==> src/rtl/rsq_pkg.sv <==
package rsq_pkg;

  typedef enum logic [1:0] {
    PS_ACTIVE  = 2'b00,
    PS_STANDBY = 2'b10,
    PS_RESET   = 2'b11
  } pstate_t;

  localparam logic [1:0] PD_ARM_RESET = 2'b11;
  localparam logic [1:0] PD_GO_IDLE   = 2'b01;
  localparam logic [1:0] MODE_RESET   = 2'b01;
  localparam logic [1:0] PD_DEFAULT   = 2'b00;

  // Second half of the software reset: a reset-mode command while armed
  function automatic logic completes_soft_reset(input logic [1:0] pd_field,
                                                input logic [1:0] mode);
    return (pd_field == PD_ARM_RESET) && (mode == MODE_RESET);
  endfunction

  function automatic logic asks_for_standby(input logic [1:0] pd_value);
    return pd_value == PD_GO_IDLE;
  endfunction

  function automatic logic phase_done(input int unsigned count,
                                      input int unsigned length);
    return count == (length - 1);
  endfunction

endpackage

==> src/rtl/rsq_sync.sv <==
module rsq_sync #(
  parameter int STAGES = 2
) (
  input  logic clk,
  input  logic por_n,
  input  logic din,
  output logic dout
);
  logic [STAGES-1:0] chain;

  // Clears to 0 so the pin reads as asserted until it has been sampled
  always_ff @(posedge clk or negedge por_n) begin
    if (!por_n) chain <= '0;
    else        chain <= {chain[STAGES-2:0], din};
  end

  assign dout = chain[STAGES-1];
endmodule

==> src/rtl/rsq_cmd_decode.sv <==
module rsq_cmd_decode
  import rsq_pkg::*;
(
  input  logic       clk,
  input  logic       por_n,
  input  logic       hw_rq,
  input  logic       host_wr_en,
  input  logic       pd_wr,
  input  logic [1:0] pd_val,
  input  logic       cmd_wr,
  input  logic [1:0] cmd_mode,
  output logic       soft_trig,
  output logic       ord_cmd,
  output logic       stby_req
);
  logic [1:0] pd_q;
  logic       cmd_ok;
  logic       pd_ok;

  assign cmd_ok    = cmd_wr && host_wr_en && !hw_rq;
  assign pd_ok     = pd_wr  && host_wr_en && !hw_rq;
  assign soft_trig = cmd_ok && completes_soft_reset(pd_q, cmd_mode);
  assign ord_cmd   = cmd_ok && !soft_trig;
  assign stby_req  = pd_ok && asks_for_standby(pd_val);

  always_ff @(posedge clk or negedge por_n) begin
    if (!por_n)                  pd_q <= PD_DEFAULT;
    else if (hw_rq || soft_trig) pd_q <= PD_DEFAULT;
    else if (pd_ok)              pd_q <= pd_val;
  end
endmodule

==> src/rtl/rsq_fsm.sv <==
module rsq_fsm
  import rsq_pkg::*;
#(
  parameter int RST_CYCLES = 16
) (
  input  logic       clk,
  input  logic       por_n,
  input  logic       hw_rq,
  input  logic       soft_trig,
  input  logic       ord_cmd,
  input  logic       stby_req,
  output logic [1:0] pwr_state,
  output logic       in_reset,
  output logic       regs_rst,
  output logic       filt_clr,
  output logic       conv_abort,
  output logic       host_wr_en
);
  localparam int CW = (RST_CYCLES > 2) ? $clog2(RST_CYCLES) : 1;

  pstate_t       state_q;
  logic [CW-1:0] cnt_q;
  logic          hard_q;
  logic          abort_q;

  always_ff @(posedge clk or negedge por_n) begin
    if (!por_n) begin
      state_q <= PS_RESET;
      cnt_q   <= '0;
      hard_q  <= 1'b1;
      abort_q <= 1'b0;
    end else if (hw_rq) begin
      abort_q <= (state_q == PS_ACTIVE);
      state_q <= PS_RESET;
      cnt_q   <= '0;
      hard_q  <= 1'b1;
    end else begin
      abort_q <= 1'b0;
      unique case (state_q)
        PS_RESET: begin
          if (phase_done(int'(cnt_q), RST_CYCLES)) state_q <= PS_STANDBY;
          else                                      cnt_q   <= cnt_q + CW'(1);
        end
        PS_STANDBY: begin
          if (soft_trig) begin
            state_q <= PS_RESET;
            cnt_q   <= '0;
            hard_q  <= 1'b0;
          end else if (ord_cmd) begin
            state_q <= PS_ACTIVE;
          end
        end
        PS_ACTIVE: begin
          if (soft_trig) begin
            state_q <= PS_RESET;
            cnt_q   <= '0;
            hard_q  <= 1'b0;
          end else if (stby_req) begin
            state_q <= PS_STANDBY;
          end
        end
        default: state_q <= PS_RESET;
      endcase
    end
  end

  assign pwr_state  = state_q;
  assign in_reset   = (state_q == PS_RESET);
  assign regs_rst   = in_reset;
  assign filt_clr   = in_reset && hard_q;
  assign conv_abort = abort_q;
  assign host_wr_en = !in_reset;
endmodule

==> src/rtl/rst_seq_ctrl.sv <==
module rst_seq_ctrl #(
  parameter int RST_CYCLES  = 16,
  parameter int SYNC_STAGES = 2
) (
  input  logic       clk,
  input  logic       por_n,
  input  logic       hw_rst_n,
  input  logic       pd_wr,
  input  logic [1:0] pd_val,
  input  logic       cmd_wr,
  input  logic [1:0] cmd_mode,
  output logic [1:0] pwr_state,
  output logic       in_reset,
  output logic       regs_rst,
  output logic       filt_clr,
  output logic       conv_abort,
  output logic       host_wr_en
);
  logic pin_synced;
  logic hw_rq;
  logic soft_trig;
  logic ord_cmd;
  logic stby_req;

  rsq_sync #(.STAGES(SYNC_STAGES)) i_sync (
    .clk  (clk),
    .por_n(por_n),
    .din  (hw_rst_n),
    .dout (pin_synced)
  );

  assign hw_rq = !pin_synced;

  rsq_cmd_decode i_dec (
    .clk       (clk),
    .por_n     (por_n),
    .hw_rq     (hw_rq),
    .host_wr_en(host_wr_en),
    .pd_wr     (pd_wr),
    .pd_val    (pd_val),
    .cmd_wr    (cmd_wr),
    .cmd_mode  (cmd_mode),
    .soft_trig (soft_trig),
    .ord_cmd   (ord_cmd),
    .stby_req  (stby_req)
  );

  rsq_fsm #(.RST_CYCLES(RST_CYCLES)) i_fsm (
    .clk       (clk),
    .por_n     (por_n),
    .hw_rq     (hw_rq),
    .soft_trig (soft_trig),
    .ord_cmd   (ord_cmd),
    .stby_req  (stby_req),
    .pwr_state (pwr_state),
    .in_reset  (in_reset),
    .regs_rst  (regs_rst),
    .filt_clr  (filt_clr),
    .conv_abort(conv_abort),
    .host_wr_en(host_wr_en)
  );
endmodule

==> config.mk <==
export PLATFORM = sky130hd
export DESIGN_NAME = rst_seq_ctrl
export DESIGN_NICKNAME = d
export VERILOG_FILES = /design/src/rtl/rsq_pkg.sv /design/src/rtl/rsq_sync.sv /design/src/rtl/rsq_cmd_decode.sv /design/src/rtl/rsq_fsm.sv /design/src/rtl/rst_seq_ctrl.sv
export SDC_FILE = /design/constraint.sdc
export NUM_CORES = 1
export LEC_CHECK = 0
export ABC_AREA = 1
export BUFFER_PORTS_ARGS = -buffer_cell sky130_fd_sc_hd__buf_2
export CORE_MARGIN = 4
export CORE_UTILIZATION = 45
export DETAILED_ROUTE_END_ITERATION = 10
export PLACE_DENSITY = 0.75
export SLEW_MARGIN = 20
export SYNTH_ARGS = -nofsm -noshare
export SYNTH_HDL_FRONTEND = slang
export SYNTH_SLANG_ARGS = --single-unit
==> constraint.sdc <==
create_clock -name clk -period 1.1 [get_ports clk]
set_input_delay 0.055 -clock clk [delete_from_list [all_inputs] [get_ports clk]]
set_output_delay 0.055 -clock clk [all_outputs]
set_load 0.03 [all_outputs]
# Word-level counts from Yosys, hierarchy flattened
# Cells that the tools add are included.
[totals]
register_bits = 12
inputBits = 9
out_inout_bits = 7
elab_cells = 57
[classes]
addsub = 1
n_eq_ne = 14
muxes = 17
n_reduce_logical = 19
[ops]
columns = ["operator", "count"]
rows = [
  ["$mux W2", 8],
  ["$mux W4", 3],
  ["$logic_and A1 B1 Y1", 9],
  ["$ne A4 B4 Y1 const B", 2],
  ["$pmux W4 S2", 1],
  ["$eq A2 B2 Y1 const B", 3],
  ["$ne A3 B2 Y1 const B", 2],
  ["$ne A3 B3 Y1 const B", 2],
  ["$pmux W2 S3", 1],
  ["$reduce_and A3 Y1", 2],
  ["$add A4 B1 Y4 const B", 1],
  ["$eq A2 B1 Y1 const B", 2],
  ["$eq A4 B4 Y1 const B", 1],
  ["$mux W1", 4],
  ["$logic_not A1 Y1", 3],
  ["$logic_not A2 Y1", 1],
  ["$ne A2 B1 Y1 const B", 1],
  ["$ne A2 B2 Y1 const B", 1],
  ["$reduce_and A2 Y1", 1],
  ["$reduce_bool A2 Y1", 1],
  ["$reduce_or A2 Y1", 1],
  ["$logic_or A1 B1 Y1", 1],
]

# Depth between registers and ports, before layout
[logic_depth]
ltp_word = 11
mapped_depth = 8
mapped_depth_nobuf = 7

# By module
# Synthesis repeated with hierarchy kept, for this count alone.
[unflattened]
hier_cells = 89
area_unflattened_um2 = 669.4
[modules_own_cells]
columns = ["mod", "instances", "cells_per_inst", "area_per_inst_um2", "seq_area_each_um2"]
rows = [
  ["rsq_fsm", 1, 61, 471.7, 203.9],
  ["rsq_cmd_decode", 1, 25, 143.9, 50.0],
  ["rsq_sync", 1, 2, 50.0, 50.0],
  ["rst_seq_ctrl", 1, 1, 3.8, 0.0],
]

# Worst setup path before layout
# Ideal clock, no wire load.
[synth_path]
path_type = "reg-to-reg"
startpoint = "register i_fsm.state_q[0] (netlist: i_fsm.pwr_state[0])"
endpoint = "register i_fsm.state_q[1] (netlist: i_fsm.pwr_state[1])"
setup_time_ps = 77
arrival_ps = 1501
t_required_ps = 1023
path_slack_ps = -478
stages_incl_launch_ff = 8
n_path_buf = 1
synth_period_minus_slack_ps = 1578
cell_sequence = "dfstp_2 -> buf_2 -> nand2_4 -> inv_2 -> nor2_2 -> a21oi_4 -> nand2_1 -> o21a_1"
[synth_via]
elab_chain_len = 9
word_cells_on_any_way = 20
classes_between = "eq/ne: 5; mux: 4; reduce/logical: 11"
[synth_lines]
columns = ["element", "line_no", "text"]
rows = [
  ["from (decl)", "rsq_fsm.sv:21", "pstate_t state_q;"],
  ["$eq A2 B2 Y1 (*)", "rsq_fsm.sv:68", "assign in_reset = (state_q == PS_RESET);"],
  ["$logic_not A1 Y1 (*)", "rsq_fsm.sv:72", "assign host_wr_en = !in_reset;"],
  ["named net host_wr_en", "rst_seq_ctrl.sv:17", "output logic host_wr_en"],
  ["$logic_and A1 B1 Y1 (2 in series)", "rsq_cmd_decode.sv:20", "assign cmd_ok = cmd_wr && host_wr_en && !hw_rq;"],
  ["$logic_and A1 B1 Y1", "rsq_cmd_decode.sv:22", "assign soft_trig = cmd_ok && completes_soft_reset(pd_q, cmd_mode);"],
  ["$logic_not A1 Y1", "rsq_cmd_decode.sv:23", "assign ord_cmd = cmd_ok && !soft_trig;"],
  ["$logic_and A1 B1 Y1", "rsq_cmd_decode.sv:23", ""],
  ["$ne A4 B4 Y1 (no source line)", "n/a", ""],
  ["$reduce_and A3 Y1 (no source line)", "n/a", ""],
]
# The timed path passes the listed nets; every way through them passes the cells marked *.
# A chain may end at the register's enable or synchronous reset.

# Final worst setup path
[layout_path]
startpoint = "register i_fsm.state_q[0] (netlist: i_fsm.pwr_state[0])"
endpoint = "register i_fsm.cnt_q[3]"
[layout_via]
elab_chain_len = 7
word_cells_on_any_way = 14
classes_between = "eq/ne: 5; mux: 2; reduce/logical: 7"
[layout_lines]
columns = ["element", "line_no", "text"]
rows = [
  ["$eq A2 B2 Y1", "rsq_fsm.sv:39, rsq_fsm.sv:68", ""],
  ["$logic_not A1 Y1", "rsq_fsm.sv:72", ""],
  ["$logic_and A1 B1 Y1 (2 in series)", "rsq_cmd_decode.sv:20", ""],
  ["$logic_and A1 B1 Y1", "rsq_cmd_decode.sv:22", ""],
  ["$ne A3 B2 Y1 (no source line)", "n/a", ""],
  ["$reduce_and A3 Y1 (no source line)", "n/a", ""],
  ["to (signal assigned)", "rsq_fsm.sv:42", "else cnt_q <= cnt_q + CW'(1);"],
  ["to (decl)", "rsq_fsm.sv:22", "logic [CW-1:0] cnt_q;"],
]
# Parallel ways exist; a longest one is shown, timed or not.

==> out/metrics.csv <==
metric,value,unit
outcome,"complete, but fails checks",
failing checks,setup timing,
CP Capture Point,i_fsm.cnt_q[3],
Crit path largest cell delay,0.63,ns
data required time of the worst path,1.31,ns
"most common cell after layout, fill and taps aside",nand2_1,
Initial DRT Pass Iterations,4,
worst reg2reg path endpoint,i_fsm.cnt_q[3],
CTS tree,done,
nets@finish,133,
RSZ-0062 raised after global routing,true,
"Arr. time, crit path",1.55,ns
initial antenna violation count,0,
Longest Clk Path Bufs,2,
crit path launch type,flip-flop,
Synth cell types,22,
slowest CP cell,dfstp_2,
Reg2Reg Depth,7,
Critical Path Source,i_fsm.pwr_state[0],
H-tree Lvls,1,
crit path max fanout,6,
post-route ant nets,0,
ANT cells,0,
Tot Pwr,2.17,mW
share of the synthesized area in the top cell type,0.336,
drt wl/cell,14.5,microns
Core Footprint,0.00135,sq mm
Setup CP Type,reg -> reg,
endpoints failing hold,0,
# IOs,16,
minimum clock period after layout,1.34,ns
synth top area cells,"dfrtp_1 (34%), nand2_1 (12%), dfstp_2 (12%), nand3_1 (6.7%), inv_1 (6.7%)",
fin. max-slew vios,0,
Slew HR,0.810,
Max VDD drop,1.02,mV
R2R Setup Slk,-0.24,ns
Ys Warns,0,
GP Congestion,0.765,
Worst Hold Class,in -> reg,
Rows,13,
"Seq/Total Area, Yosys",0.453,
# Max-Cap Violations,0,
clock latency at the later pin of the worst-skew pair,0.28,ns
Initial Util,0.497,
die height,46.6,microns
Worst R2R Start,i_fsm.pwr_state[0],
post-DP HPWL,1.24,mm
Final setup viols,15,
Mapped Area,671,sq um
Worst Tran Pin Value,0.285,ns
Static Leak,0.538,nW
total CTS buffers,3,
Hold Slack,0.0634,ns
synth-to-layout area growth,52.1,%
top achievable clock speed,745,MHz
share of cells above drive strength 1,0.443,
DR vias/cell,5.43,
number of synthesized register bits,12,
Mapped Avg Cell Area,7.71,sq um
Pwr Density,2130,mW/mm^2
Initial DRC Count,25,
vias in the first global route,699,
gr usage total,0.198,
clk sinks,12,
leading area contributor after synthesis,dfrtp_1,
Post-Syn Instances,87,
Horiz. Die Dim,46.6,microns
Port Buffers,15,
first-pass GRT wire length,2.99,mm
cell repeated most along the worst path,nand2_2,
Clock transition at path regs,0.08,ns
Die ar.,0.00217,sq mm
syn nets,97,
period utilization,1.22,
hold path startpoint,pd_val[1],
largest net degree at the start of global routing,13,
"leading cell types in the layout, fill and taps excluded","nand2_1 (19), buf_4 (15), inv_1 (11)",
Layout Skew,0.00170,ns
routed wire length,1.98,mm
CP endpoint kind,flip-flop,
DRC,0,
final worst slack,-0.241,ns
CP cell instances,buf_6 > a21oi_1 > nand3_1 > nand2_2 > nand2_4 > nand2_2 > o21ai_1,
GRT Residual Overflow,0,
Root Buffer,clkbuf_4,
vias,744,
-- where the power goes --
part | internal [mW] | total, mW | switching [mW]
clock | 0.202 | 0.362 | 0.160
sequential | 0.532 | 0.620 | 0.0888
combinational | 0.567 | 1.19 | 0.621
total | 1.30 | 2.17 | 0.870
-- Yosys cell counts (all sizes together) --
cell type  instances
dfstp              3
o21a               1
nand3              9
or2                1
o21ai              6
nand2             24
a21oi              4
nor2               8
inv               14
nor3               1
buf                3
nand4              3
ha                 1
dfrtp              9
-- worst min-delay path by stage --
stage                     endpoint  slack [ns]  cells after the start
finish               i_dec.pd_q[1]        0.06                      3
global route         i_dec.pd_q[1]        0.09                      3
floorplan            i_dec.pd_q[0]       -0.24                      0
detailed placement  i_fsm.cnt_q[0]       -0.05                      1
global placement    i_fsm.cnt_q[1]       -0.06                      1
CTS                  i_dec.pd_q[0]        0.06                      3
-- through the flow --
step	utilization	instance area (sq um)	TNS, ns	worst slack [ns]	instances
floorplan	-	698	-2.43	-0.293	87
finish	0.755	1020	-3.17	-0.241	137
global route	0.755	1020	-3.71	-0.292	137
detailed placement	0.630	851	-0.881	-0.123	125
CTS	0.735	992	-2.83	-0.243	135
global placement	0.630	851	-0.516	-0.0984	125
-- routing by layer --
metal,track usage,vias up,part of all wire
li1,-,347,-
met1,0.212,349,0.37
met2,0.357,34,0.54
met3,0.0391,14,0.040
met4,0.108,0,0.051
met5,0,-,0
-- repair_timing --
item,4_1_cts,5_1_grt
hold buffers,2,0
endpoints found under the hold margin,13,0
gates resized for setup,14,5
buffers inserted,4,2
endpoints found under the setup margin,15,15
pin swaps,3,7
-- registers in the layout (all words and copies together), names as in the netlist --
name / flops
i_dec.pd_q: 2
i_fsm.hard_q: 1
i_fsm.conv_abort: 1
i_fsm.pwr_state: 2
i_sync.chain: 2
i_fsm.cnt_q: 4
-- worst max-delay path: cells and delay by family, from the launching register on --
kind	cells	cell delay, ns
compound gates	2	0.14
buf+inv	1	0.12
flops	1	0.63
simple gates	4	0.39
-- final cells by class --
| cell class | instances | area [sq um] |
|---|---|---|
| Clock buffer | 4 | 36.3 |
| Tap cell | 15 | 18.8 |
| Timing Repair Buffer | 34 | 270 |
| Inverter | 14 | 60.1 |
| Sequential cell | 12 | 304 |
| Multi-Input combinational cell | 58 | 330 |
| Fill cell | 108 | 330 |
-- cell families (layout without fill, tap and decap cells) --
kind of cell               count (synthesis)  count (layout)  share of synthesized area
and+or+nand+nor                           46              46                      0.310
AOI/OAI and AO/OA                         11              11                      0.114
DFF                                       12              12                      0.453
adders and majority gates                  1               1                     0.0187
buffers and inverters                     17              52                      0.104
No activity file was read; power rests on OpenSTA's default activity.
